<file path="src/rtl/fbase_pkg.sv">
package fbase_pkg;
   localparam int unsigned FB_NUM_SLOTS = 2;   // even, odd
   localparam int unsigned FB_SLOT_EVEN = 0;
   localparam int unsigned FB_SLOT_ODD  = 1;
endpackage

</file>
<file path="src/rtl/fbase_slot.sv">
module fbase_slot #(
   parameter int unsigned DATA_W     = 32,
   parameter int unsigned ALIGN_BITS = 5
) (
   input  logic              clk,
   input  logic              rst_n,
   input  logic              wr_hit,
   input  logic [DATA_W-1:0] wr_data,
   input  logic              commit,
   output logic [DATA_W-1:0] active,
   output logic [DATA_W-1:0] active_nxt,
   output logic              dirty
);
   localparam logic [DATA_W-1:0] KEEP_MASK = {DATA_W{1'b1}} << ALIGN_BITS;

   logic [DATA_W-1:0] shadow;
   logic [DATA_W-1:0] wr_aligned;

   assign wr_aligned = wr_data & KEEP_MASK;
   assign active_nxt = (commit && dirty) ? shadow : active;

   always_ff @(posedge clk) begin
      if (!rst_n) begin
         active <= '0;
         shadow <= '0;
         dirty  <= 1'b0;
      end else begin
         active <= active_nxt;
         if (wr_hit) begin
            shadow <= wr_aligned;
            dirty  <= 1'b1;
         end else if (commit) begin
            dirty  <= 1'b0;
         end
      end
   end

   // the active copy only moves on a field start
   assert_active_held_R3: assert property (@(posedge clk) disable iff (!rst_n)
      !commit |=> $stable(active));
   // alignment bits of the active copy stay clear
   assert_active_aligned_R2: assert property (@(posedge clk) disable iff (!rst_n)
      active[ALIGN_BITS-1:0] == '0);
   // a write always leaves something pending
   assert_write_pends_R7: assert property (@(posedge clk) disable iff (!rst_n)
      wr_hit |=> dirty);
   // an untouched slot survives a commit
   assert_clean_keeps_R6: assert property (@(posedge clk) disable iff (!rst_n)
      (commit && !dirty) |=> $stable(active));
endmodule

</file>
<file path="src/rtl/fbase_regbank.sv">
module fbase_regbank #(
   parameter int unsigned DATA_W     = 32,
   parameter int unsigned OFS_W      = 8,
   parameter int unsigned ALIGN_BITS = 5,
   parameter int unsigned STATUS_BIT = 16,
   parameter int unsigned STAT_OFS   = 'h08,
   parameter int unsigned SLOT_BASE  = 'h18,
   parameter int unsigned SLOT_STEP  = 4
) (
   input  logic              clk,
   input  logic              rst_n,
   input  logic              wr_en,
   input  logic [OFS_W-1:0]  wr_addr,
   input  logic [DATA_W-1:0] wr_data,
   input  logic [OFS_W-1:0]  rd_addr,
   output logic [DATA_W-1:0] rd_data,
   input  logic              field_start,
   input  logic              field_odd,
   output logic [DATA_W-1:0] even_base,
   output logic [DATA_W-1:0] odd_base,
   output logic [DATA_W-1:0] field_base,
   output logic              update_pending
);
   import fbase_pkg::*;

   localparam int unsigned NSLOT = FB_NUM_SLOTS;

   generate
      if (ALIGN_BITS == 0 || ALIGN_BITS >= DATA_W)
         $error("ALIGN_BITS must be within 1..DATA_W-1");
      if (STATUS_BIT >= DATA_W)
         $error("STATUS_BIT must fall inside the data word");
      if (SLOT_BASE + NSLOT * SLOT_STEP > (1 << OFS_W))
         $error("slot offsets exceed the offset width");
   endgenerate

   logic [NSLOT-1:0][DATA_W-1:0] act;
   logic [NSLOT-1:0][DATA_W-1:0] act_nxt;
   logic [NSLOT-1:0]             dirty;
   logic [NSLOT-1:0]             hit;

   for (genvar g = 0; g < NSLOT; g++) begin : g_slot
      localparam logic [OFS_W-1:0] MY_OFS = OFS_W'(SLOT_BASE + g * SLOT_STEP);
      assign hit[g] = wr_en && (wr_addr == MY_OFS);
      fbase_slot #(.DATA_W(DATA_W), .ALIGN_BITS(ALIGN_BITS)) slot_i (
         .clk        (clk),
         .rst_n      (rst_n),
         .wr_hit     (hit[g]),
         .wr_data    (wr_data),
         .commit     (field_start),
         .active     (act[g]),
         .active_nxt (act_nxt[g]),
         .dirty      (dirty[g])
      );
   end

   assign even_base      = act[FB_SLOT_EVEN];
   assign odd_base       = act[FB_SLOT_ODD];
   assign update_pending = |dirty;

   always_ff @(posedge clk) begin
      if (!rst_n)
         field_base <= '0;
      else if (field_start)
         field_base <= field_odd ? act_nxt[FB_SLOT_ODD] : act_nxt[FB_SLOT_EVEN];
   end

   always_comb begin
      rd_data = '0;
      if (rd_addr == OFS_W'(STAT_OFS))
         rd_data[STATUS_BIT] = update_pending;
      for (int i = 0; i < NSLOT; i++)
         if (rd_addr == OFS_W'(SLOT_BASE + i * SLOT_STEP))
            rd_data = act[i];
   end

   // the field base follows parity onto the freshly committed values
   assert_field_pick_R8: assert property (@(posedge clk) disable iff (!rst_n)
      field_start |=> field_base == ($past(field_odd) ? odd_base : even_base));
   // held between strobes
   assert_field_hold_R8: assert property (@(posedge clk) disable iff (!rst_n)
      !field_start |=> $stable(field_base));
   // a strobe with no write clears the flag
   assert_flag_clears_R5: assert property (@(posedge clk) disable iff (!rst_n)
      (field_start && !(|hit)) |=> !update_pending);
   // any base write raises the flag
   assert_flag_sets_R4: assert property (@(posedge clk) disable iff (!rst_n)
      (|hit) |=> update_pending);
endmodule

</file>
<file path="config.mk">
export PLATFORM = sky130hd
export DESIGN_NAME = fbase_regbank
export DESIGN_NICKNAME = d
export VERILOG_FILES = /design/src/rtl/fbase_pkg.sv /design/src/rtl/fbase_slot.sv /design/src/rtl/fbase_regbank.sv
export SDC_FILE = /design/constraint.sdc
export NUM_CORES = 1
export LEC_CHECK = 0
export CORE_UTILIZATION = 50
export CTS_BUF_LIST = sky130_fd_sc_hd__clkbuf_4 sky130_fd_sc_hd__clkbuf_8 sky130_fd_sc_hd__clkbuf_16
export CTS_CLUSTER_DIAMETER = 60
export DETAILED_ROUTE_END_ITERATION = 8
export DONT_BUFFER_PORTS = 1
export GPL_ROUTABILITY_DRIVEN = 0
export PLACE_DENSITY = 0.71
export SYNTH_ARGS = -nofsm -noshare
export SYNTH_HDL_FRONTEND = slang
export SYNTH_SLANG_ARGS = --single-unit
</file>
<file path="constraint.sdc">
create_clock -name clk -period 2.13 [get_ports clk]
set_input_delay 0.213 -clock clk [delete_from_list [all_inputs] [get_ports clk]]
set_output_delay 0.213 -clock clk [all_outputs]
set_load 0.05 [all_outputs]
</file>
==> results.txt, run 1 <==
----------------------------------------------------
[Logic synthesis]
  Count of flip-flops with a built-in enable after synthesis ... 0
  Dominant cells by area after synthesis ... dfxtp_1 (44%), mux2i_1 (12%), nand2_1 (7.6%), a211oi_1 (4.9%), a21boi_0 (3.9%)
  Post-synthesis cell area ... 6880 um2
  Synthesized netlist cell count ... 769
  Top-count cell post-synth ... dfxtp_1
  YS warnings ... 0
  Post-synth top cells ... dfxtp_1 (152), nand2_1 (139), mux2i_1 (85)
  Synthesized Nets ... 822
  Dominant register cell in the synthesized netlist ... dfxtp_1
  Library cell with the largest summed area after synthesis ... dfxtp_1
  Post-synth top area share ... 44.3%
  Post-Syn Area per Cell ... 8.94 um2
  Number of different library cells in the post-synthesis netlist ... 31
  Async set-or-reset flop fraction in the synthesized netlist ... 0%
  Sequential area share after synthesis ... 44.3%
  Synthesized flop and latch total ... 152

[Timing]
  Final worst hold slack ... 0.0211 ns
  Number of setup violations in the final report ... 0
  Setup repair after global routing missed its margin ... no
  Post-route clock period utilization ... 93.1%
  Count of final max-slew check failures ... 0
  Final worst path period need ... 1.98 ns
  Hold violation total from the final report ... 0
  Worst slew margin relative to its limit ... 30.7%
  Worst Max-Slew Pin Slew ... 1.04 ns
  Fmax achieved ... 504 MHz
  Accumulated negative setup slack ... 0 ns
  Setup Skew ... 0.00610 ns

[Power]
  Sequential power share ... 47.7%
  LEAKAGE ... 4.04 nW
  Switching part of the total power ... 22.0%
  Proportion of power drawn by the clock network ... 48.2%
  Cell-internal power ... 4.86 mW
  Logic pwr share ... 4.1%
  Worst voltage drop across the vdd grid ... 0.491 mV
  Power per cell area ... 671 nW/um2
  Total net switching power ... 1.37 mW

[CTS]
  Clk_lat worst skew ... 0.42 ns
  Root cell of the clock tree ... clkbuf_16
  CTS tree ... done
  H-tree levels ... 4
  TritonCTS Buffers ... 17
  Total number of clock tree sinks ... 152
  Reg clk slew, reported paths ... 0.06 ns
  Buffer depth of the longest clock path ... 2

[Global route]
  Met2 demand-to-capacity share in global routing ... 54.3%
  Met1 usage in global routing ... 34.4%
  Initial antenna violation count ... 0
  Global routing usage on met3 ... 7.61%
  Layer carrying the most global-route usage ... met2
  First-pass GRT wire length ... 33.7 mm
  Overflow left after global routing ... 0
  Total routing resource utilization after global routing ... 30.6%
  Vias in the first global route ... 6566
  Maximum number of pins on one net before global-route repair ... 107

[Worst setup path]
  Crit end category ... register
  Crit-path cells ... buf_4 > o311ai_0 > o211a_1 > dlygate4sd3_1
  Buf+Inv Stages, Crit Path ... 2
  Required time at the worst-slack endpoint ... 2.50 ns
  Arrival time of the worst setup path ... 2.35 ns
  Critical Path Slowest Stage Cell ... dlygate4sd3_1
  Max FO, Critical Path ... 20
  Largest stage delay on the critical path ... 0.54 ns
  Type of origin of the critical path ... register
  Delay-heaviest family, CP ... buffers and inverters
  Critical path launch point ... g_slot[0].slot_i.dirty
  Start of the worst register-to-register path ... g_slot[0].slot_i.dirty
  Setup CP Type ... reg -> reg

[Routing]
  Post-Route WL ... 21.5 mm
  Via density ... 5.81
  Number of nets with antenna violations after routing ... 0
  Remaining design rule violation count ... 0
  Count of vias placed by the detailed router ... 6487
  DRC violation total after the first TritonRoute iteration ... 415
  Average wire per cell in the routed design ... 19.2 um
  First-pass iteration count of the detailed router ... 5

[Die]
  Die Ht ... 119 um
  Top Ports ... 182
  Core Footprint ... 13300 um2
  Initial core utilization ... 51.5%
  Floorplan die width ... 119 um
  Placement row count ... 42
  Area enclosed by the die boundary ... 14200 um2

[Job]
  Max Cap Viol ... 0

[Run status]
  Result of the run ... complete, no violations

[Cells and area]
  Number of nets in the finished design ... 981
  Layout cells sized above 1 ... 16.0%
  # diodes ... 0
  Area growth from synthesis to layout ... 35.0%
  Final Cell Area ... 9280 um2

[Min path]
  Critical hold path startpoint ... field_odd
  Type of the most critical hold path ... in -> reg

[Place]
  Placed inst area ... 7690 um2
  Quantity of I/O buffers inserted on ports ... 0
  Final HPWL DP ... 11.7 mm

----------------------------------------------------
==> layout by cell type (no fill, tap or decap), drive strengths merged, types with 2 or more instances in the layout <==
cell	n
nand2	139
and2	19
o31ai	27
bufinv	2
a21boi	37
nor2	33
dlygate4sd3	96
nand3b	32
inv	6
mux2i	85
dfxtp	152
nor3	10
o21a	28
nor2b	29
buf	114
clkinv	5
clkbuf	24
clkinvlp	2
and3	37
o311ai	5
a211oi	45
o211a	5
==> cell families (layout without fill, tap and decap cells) <==
family,after synthesis,count (layout),share of synthesized area [%]
buf+inv,77,249,4.69
simple gates,306,306,22.1
compound gates,148,148,16.4
flops,152,152,44.3
mux,86,86,12.5
==> path summary, 6_finish.rpt <==
path,end,slack [ns],cells past startpoint
hold reg to reg,g_slot[1].slot_i.shadow[23],0.46,2
setup / recovery,field_base[4],0.15,4
setup reg to reg,field_base[4],0.15,4
hold / removal,field_base[16],0.02,2
==> state kept, by name, indices dropped and copies added, names as in the netlist <==
| signal | flops |
|---|---|
| g_slot.slot_i.dirty | 2 |
| field_base | 32 |
| g_slot.slot_i.active | 64 |
| g_slot.slot_i.shadow | 54 |
==> cell type report <==
type | instances | area, um2
repair buffers | 210 | 1880
multi-input cells | 540 | 3520
well taps | 176 | 220
fillers | 1027 | 4070
inverters | 7 | 26.3
clock inverters | 8 | 95.1
flip-flops and latches | 152 | 3050
clock buffers | 24 | 497
==> metal layers <==
metal  vias up  wire (um)  part of all wire (%)
met5         -          0                     0
met4         0        411                   1.9
met3        41       1550                   7.2
met2       277      10800                    50
met1      3166       8670                    40
li1       3003          -                     -
==> worst register-to-register path, stage by stage (launching register included) <==
cell           delay, ns
dfxtp_4             0.41
buf_4               0.24
o311ai_0            0.52
o211a_1             0.22
dlygate4sd3_1       0.54
==> power by group through the flow <==
stage | clock [mW] | sequential, mW | combinational (mW)
detailed placement | 0 | 3.04 | 0.149
floorplan | 0 | 3.03 | 0.192
global route | 3.14 | 2.98 | 0.273
global placement | 0 | 3.04 | 0.143
CTS | 3.02 | 2.98 | 0.253
finish | 3.00 | 2.97 | 0.255
==> through the flow <==
step / setup WS [ns] / utilization [%] / std cells / total power, mW
2_1_floorplan: 0.0467 / - / 769 / 3.22
3_3_place_gp: 0.429 / 57.6 / 988 / 3.18
3_5_place_dp: 0.396 / 57.6 / 988 / 3.19
4_1_cts: 0.0924 / 69.5 / 1117 / 6.24
5_1_grt: 0.0705 / 69.5 / 1117 / 6.39
6_report: 0.147 / 69.5 / 1117 / 6.23
==> what timing repair did <==
item | CTS | global route
setup endpoints to repair | 0 | 8
hold buffers | 97 | 0
buffers inserted | 0 | 0
gates resized for setup | 0 | 2
endpoints found under the hold margin | 151 | 0
No activity file was read; power rests on OpenSTA's default activity.
==> run 2, diff against run 1 <==
RECOVER_POWER = 50   (was default)
==> results.txt, run 2 (synthesis gave the netlist of run 1 again) <==
----------------------------------------------------
[CTS]
  CTS tree ... done (unchanged)
  Total number of clock tree sinks ... 152 (unchanged)
  Buffer depth of the longest clock path ... 2 (unchanged)
  H-tree levels ... 4 (unchanged)
  Root cell of the clock tree ... clkbuf_16 (unchanged)
  TritonCTS Buffers ... 17 (unchanged)
  Reg clk slew, reported paths ... 0.06 ns (about the same)
  Clk_lat worst skew ... 0.42 ns (about the same)
  Buffer count from post-CTS setup fixing ... 0 (unchanged)

[Timing]
  Accumulated negative setup slack ... 0 ns (unchanged)
  Least setup slack across all paths after layout ... 0.0972 ns (was 0.147 ns)
  Fmax achieved ... 492 MHz (was 504 MHz)
  Number of setup violations in the final report ... 0 (unchanged)
  Setup Skew ... 0.00529 ns (was 0.00610 ns)
  Post-route clock period utilization ... 95.4% (was 93.1%)
  Setup repair after global routing missed its margin ... no (unchanged)
  Worst slew margin relative to its limit ... 27.0% (was 30.7%)
  Hold violation total from the final report ... 0 (unchanged)
  Worst Max-Slew Pin Slew ... 1.09 ns (was 1.04 ns)
  Final worst hold slack ... 0.0250 ns (was 0.0211 ns)
  Final worst path period need ... 2.03 ns (was 1.98 ns)
  Count of final max-slew check failures ... 0 (unchanged)

[Cells and area]
  Max reg flops ... 64 (unchanged)
  Number of nets in the finished design ... 981 (unchanged)
  Top library cells by usage in the layout, fill and taps aside ... dfxtp_1 (151), nand2_1 (139), dlygate4sd3_1 (96) (was dfxtp_1 (151), nand2_1 (139), buf_4 (109))
  Final Util ... 68.0% (was 69.5%)
  Layout cells sized above 1 ... 10.2% (was 16.0%)
  Largest regs ... g_slot.slot_i.active (64), g_slot.slot_i.shadow (54), field_base (32) (unchanged)
  # diodes ... 0 (unchanged)
  Top reg by flops ... g_slot.slot_i.active (unchanged)
  Most common cell after layout, fill and taps aside ... dfxtp_1 (unchanged)
  Area growth from synthesis to layout ... 31.9% (was 35.0%)

[Worst setup path]
  Largest stage delay on the critical path ... 0.58 ns (was 0.54 ns)
  Critical Path Slowest Stage Cell ... clkbuf_1 (was dlygate4sd3_1)
  Crit end category ... primary output (was register)
  Critical path launch point ... g_slot[1].slot_i.active[29] (was g_slot[0].slot_i.dirty)
  Buf+Inv Stages, Crit Path ... 2 (unchanged)
  Start of the worst register-to-register path ... g_slot[1].slot_i.active[2] (was g_slot[0].slot_i.dirty)
  R2R setup slack ... 0.13 ns (was 0.15 ns)
  Required time at the worst-slack endpoint ... 1.92 ns (was 2.50 ns)
  Type of origin of the critical path ... register (unchanged)
  Arrival time of the worst setup path ... 1.82 ns (was 2.35 ns)
  Max FO, Critical Path ... 4 (was 20)
  Setup CP Type ... reg -> out (was reg -> reg)
  Crit-path cells ... clkbuf_1 > mux2i_1 > nor2_1 > buf_4 (was buf_4 > o311ai_0 > o211a_1 > dlygate4sd3_1)
  Delay-heaviest family, CP ... buffers and inverters (unchanged)

[Global route]
  Vias in the first global route ... 6566 (unchanged)
  Layer carrying the most global-route usage ... met2 (unchanged)
  Total routing resource utilization after global routing ... 30.6% (unchanged)
  Maximum number of pins on one net before global-route repair ... 107 (unchanged)
  Overflow left after global routing ... 0 (unchanged)
  Initial antenna violation count ... 0 (unchanged)
  Global routing usage on met3 ... 7.61% (unchanged)
  Met1 usage in global routing ... 34.4% (unchanged)
  Met2 demand-to-capacity share in global routing ... 54.3% (unchanged)
  First-pass GRT wire length ... 33.7 mm (unchanged)

[Routing]
  DRC violation total after the first TritonRoute iteration ... 388 (was 415)
  Remaining design rule violation count ... 0 (unchanged)
  Count of vias placed by the detailed router ... 6454 (was 6487)
  Via density ... 5.78 (was 5.81)
  Number of nets with antenna violations after routing ... 0 (unchanged)
  Post-Route WL ... 21.5 mm (about the same)
  First-pass iteration count of the detailed router ... 5 (unchanged)
  Average wire per cell in the routed design ... 19.2 um (about the same)

[Die]
  Placement row count ... 42 (unchanged)
  Top Ports ... 182 (unchanged)
  Floorplan die width ... 119 um (unchanged)
  Core Footprint ... 13300 um2 (unchanged)
  Die Ht ... 119 um (unchanged)
  Initial core utilization ... 51.5% (unchanged)
  Area enclosed by the die boundary ... 14200 um2 (unchanged)

[Place]
  Quantity of I/O buffers inserted on ports ... 0 (unchanged)
  Final HPWL DP ... 11.7 mm (unchanged)
  DP Worst Slack ... 0.396 ns (unchanged)

[Power]
  Worst voltage drop across the vdd grid ... 0.488 mV (was 0.491 mV)
  Sequential power share ... 47.7% (about the same)
  Cell-internal power ... 4.86 mW (about the same)
  Total net switching power ... 1.37 mW (about the same)
  Logic pwr share ... 4.1% (about the same)
  Proportion of power drawn by the clock network ... 48.2% (about the same)
  Post-layout total power ... 6.23 mW (about the same)
  Power per cell area ... 687 nW/um2 (was 671 nW/um2)
  Switching part of the total power ... 22.0% (about the same)
  LEAKAGE ... 3.81 nW (was 4.04 nW)

[Min path]
  Critical hold path startpoint ... field_odd (unchanged)
  Type of the most critical hold path ... in -> reg (unchanged)

[Run status]
  Result of the run ... complete, no violations (unchanged)

[Job]
  Max Cap Viol ... 0 (unchanged)

----------------------------------------------------
[run 2: worst paths after layout]
check | end | cells after the start
hold / removal | field_base[16] | 2
setup reg to reg | field_base[2] | 5
hold reg to reg | g_slot[1].slot_i.shadow[30] | 2
setup / recovery | rd_data[29] | 4
[run 2: layout make-up]
type                            count  area, um2
Tap cell                          176        220
Clock buffer                       24        497
Inverter                            7       26.3
Multi-Input combinational cell    540       3510
Fill cell                        1089       4280
Sequential cell                   152       3050
Clock inverter                      8       95.1
Timing Repair Buffer              210       1680
[run 2: timing repair]
item	4_1_cts	5_1_grt
resized for setup	0	2
endpoints found under the hold margin	151	0
hold buffers	97	0
endpoints found under the setup margin	0	8
[run 2: through the flow]
step | std cells | instance area (um2)
3_3_place_gp | 988 | 7690
4_1_cts | 1117 | 9270
2_1_floorplan | 769 | 6880
3_5_place_dp | 988 | 7690
6_report | 1117 | 9070
5_1_grt | 1117 | 9070
[run 2: routing by layer]
metal | vias up | routed length (um) | part of all wire [%]
met2 | 249 | 10800 | 50
met4 | 0 | 439 | 2.0
met5 | - | 0 | 0
met3 | 44 | 1490 | 6.9
met1 | 3162 | 8720 | 41
li1 | 2999 | - | -
[run 2: power by group through the flow]
stage | registers, mW | clock network, mW | logic [mW]
after floorplan | 3.03 | 0 | 0.192
after global placement | 3.04 | 0 | 0.143
after detailed placement | 3.04 | 0 | 0.149
after CTS | 2.98 | 3.02 | 0.253
after global routing | 2.98 | 3.14 | 0.272
final | 2.97 | 3.00 | 0.255
==> run 3, diff against run 2 <==
==> constraint.sdc (replaced) <==
create_clock -name clk -period 2.13 [get_ports clk]
set_input_delay 0.213 -clock clk [delete_from_list [all_inputs] [get_ports clk]]
set_output_delay 0.213 -clock clk [all_outputs]
set_load 0.01 [all_outputs]
==> results.txt, run 3 (synthesis gave the netlist of run 1 again) <==
----------------------------------------------------
[Global route]
  First-pass GRT wire length ... 33.4 mm (was 33.7 mm)
  Layer carrying the most global-route usage ... met2 (unchanged)
  Met2 demand-to-capacity share in global routing ... 52.6% (was 54.3%)
  Total routing resource utilization after global routing ... 30.6% (about the same)
  Maximum number of pins on one net before global-route repair ... 109 (was 107)
  Vias in the first global route ... 6424 (was 6566)
  Overflow left after global routing ... 0 (unchanged)
  Met1 usage in global routing ... 34.8% (was 34.4%)
  Global routing usage on met3 ... 9.24% (was 7.61%)
  Initial antenna violation count ... 1 (was 0)

[Worst setup path]
  Type of origin of the critical path ... register (unchanged)
  Required time at the worst-slack endpoint ... 2.51 ns (was 1.92 ns)
  Start of the worst register-to-register path ... g_slot[0].slot_i.dirty (was g_slot[1].slot_i.active[2])
  R2R setup slack ... 0.20 ns (was 0.13 ns)
  Max FO, Critical Path ... 21 (was 4)
  Largest stage delay on the critical path ... 0.56 ns (was 0.58 ns)
  Critical path destination ... g_slot[0].slot_i.active[8] (was rd_data[29])
  Critical Path Slowest Stage Cell ... dlygate4sd3_1 (was clkbuf_1)
  Delay-heaviest family, CP ... buffers and inverters (unchanged)
  Crit. path cell count ... 5 (was 4)
  Setup CP Type ... reg -> reg (was reg -> out)
  Critical path launch point ... g_slot[0].slot_i.dirty (was g_slot[1].slot_i.active[29])
  Number of cells on the worst reg-to-reg path ... 5 (unchanged)
  Arrival time of the worst setup path ... 2.31 ns (was 1.82 ns)
  End of the worst register-to-register path ... g_slot[0].slot_i.active[8] (was field_base[2])
  Crit end category ... register (was primary output)
  Crit-path cells ... and2_1 > buf_4 > nand2_1 > a21boi_0 > dlygate4sd3_1 (was clkbuf_1 > mux2i_1 > nor2_1 > buf_4)
  Buf+Inv Stages, Crit Path ... 2 (unchanged)

[Routing]
  Number of nets with antenna violations after routing ... 0 (unchanged)
  Average wire per cell in the routed design ... 20.1 um (was 19.2 um)
  Count of vias placed by the detailed router ... 6260 (was 6454)
  Via density ... 5.90 (was 5.78)
  Post-Route WL ... 21.3 mm (was 21.5 mm)
  DRC violation total after the first TritonRoute iteration ... 458 (was 388)
  First-pass iteration count of the detailed router ... 5 (unchanged)
  Remaining design rule violation count ... 0 (unchanged)

[Cells and area]
  Layout cells sized above 1 ... 9.50% (was 10.2%)
  Top library cells by usage in the layout, fill and taps aside ... dfxtp_1 (150), nand2_1 (139), dlygate4sd3_1 (106) (was dfxtp_1 (151), nand2_1 (139), dlygate4sd3_1 (96))
  Top reg by flops ... g_slot.slot_i.active (unchanged)
  Max reg flops ... 64 (unchanged)
  Largest regs ... g_slot.slot_i.active (64), g_slot.slot_i.shadow (54), field_base (32) (unchanged)
  Area used by multi-input combinational logic ... 3510 um2 (unchanged)
  Non-filler instance count after layout ... 1061 (was 1117)
  Most common cell after layout, fill and taps aside ... dfxtp_1 (unchanged)
  Area growth from synthesis to layout ... 29.6% (was 31.9%)
  Count of fill cells added during filler insertion ... 1008 (was 1089)
  Storage cell area ... 3050 um2 (about the same)
  Number of nets in the finished design ... 924 (was 981)

[Timing]
  Accumulated negative setup slack ... 0 ns (unchanged)
  Fmax achieved ... 518 MHz (was 492 MHz)
  Number of setup violations in the final report ... 0 (unchanged)
  Final worst path period need ... 1.93 ns (was 2.03 ns)
  Setup Skew ... 0.00501 ns (was 0.00529 ns)
  Hold violation total from the final report ... 0 (unchanged)
  Worst Max-Slew Pin Slew ... 1.09 ns (about the same)
  Final worst hold slack ... 0.0140 ns (was 0.0250 ns)
  Post-route clock period utilization ... 90.7% (was 95.4%)
  Count of final max-slew check failures ... 0 (unchanged)
  Worst slew margin relative to its limit ... 26.9% (was 27.0%)
  Setup repair after global routing missed its margin ... no (unchanged)

[Die]
  Floorplan die width ... 119 um (unchanged)
  Area enclosed by the die boundary ... 14200 um2 (unchanged)
  Die Ht ... 119 um (unchanged)
  Initial core utilization ... 51.5% (unchanged)
  Placement row count ... 42 (unchanged)
  Core Footprint ... 13300 um2 (unchanged)
  Top Ports ... 182 (unchanged)

[CTS]
  H-tree levels ... 4 (unchanged)
  CTS tree ... done (unchanged)
  Buffer depth of the longest clock path ... 2 (unchanged)
  Total number of clock tree sinks ... 152 (unchanged)
  TritonCTS Buffers ... 17 (unchanged)
  Root cell of the clock tree ... clkbuf_16 (unchanged)
  Clk_lat worst skew ... 0.43 ns (was 0.42 ns)
  Reg clk slew, reported paths ... 0.06 ns (about the same)

[Power]
  Worst voltage drop across the vdd grid ... 0.524 mV (was 0.488 mV)
  LEAKAGE ... 3.75 nW (was 3.81 nW)
  Power per cell area ... 716 nW/um2 (was 687 nW/um2)

[Place]
  Total placed cells including tap cells ... 921 (was 988)
  Quantity of I/O buffers inserted on ports ... 0 (unchanged)
  Final HPWL DP ... 11.2 mm (was 11.7 mm)

[Min path]
  Type of the most critical hold path ... in -> reg (unchanged)

[Job]
  Max Cap Viol ... 0 (unchanged)

[Run status]
  Result of the run ... complete, no violations (unchanged)

----------------------------------------------------
run 3: power breakdown:
group          leakage (nW)  switching [mW]  internal (mW)
sequential             1.23          0.0329           2.87
combinational          2.22           0.121          0.119
clock                 0.301            1.21           2.03
run 3: how the worst min path moves through the flow:
stage	endpoint	depth (start not counted)	slack, ns	startpoint
finish	field_base[10]	2	0.01	field_odd
global route	field_base[30]	2	0.008	field_odd
global placement	g_slot[1].slot_i.active[11]	1	0.34	rst_n
detailed placement	g_slot[1].slot_i.active[9]	1	0.35	rst_n
CTS	g_slot[0].slot_i.shadow[31]	2	0.0007	rst_n
floorplan	g_slot[1].slot_i.shadow[10]	2	0.37	wr_data[10]
run 3: cell type report:
class | instances | area share (%)
multi-input combinational | 540 | 39.4
sequential | 152 | 34.2
timing repair buffer | 153 | 16.5
clock buffer | 20 | 5.16
tap | 176 | 2.47
clock inverter | 12 | 1.95
inverter | 7 | 0.295
antenna | 1 | 0.0281
run 3: stage by stage:
step / area, um2 / utilization [%] / total power, mW / worst slack, ns
2_1_floorplan: 6880 / - / 3.15 / 0.539
6_report: 8910 / 66.8 / 6.38 / 0.198
3_3_place_gp: 7190 / 53.9 / 3.10 / 0.428
3_5_place_dp: 7190 / 53.9 / 3.11 / 0.406
5_1_grt: 8910 / 66.8 / 6.56 / 0.0953
4_1_cts: 8910 / 66.8 / 6.40 / 0.0947
run 3: layer usage:
| metal | vias up | wire (um) | part of all wire, % |
|---|---|---|---|
| met5 | - | 0 | 0 |
| met4 | 0 | 637 | 3.0 |
| met3 | 52 | 1720 | 8.1 |
| met2 | 287 | 10600 | 50 |
| met1 | 3031 | 8340 | 39 |
| li1 | 2890 | - | - |
run 3: timing repair:
action / 4_1_cts / 5_1_grt
endpoints found under the hold margin: 152 / 0
buffers inserted: 0 / 0
hold buffers: 107 / 0
gates resized for setup: 0 / 2
setup endpoints to repair: 0 / 17
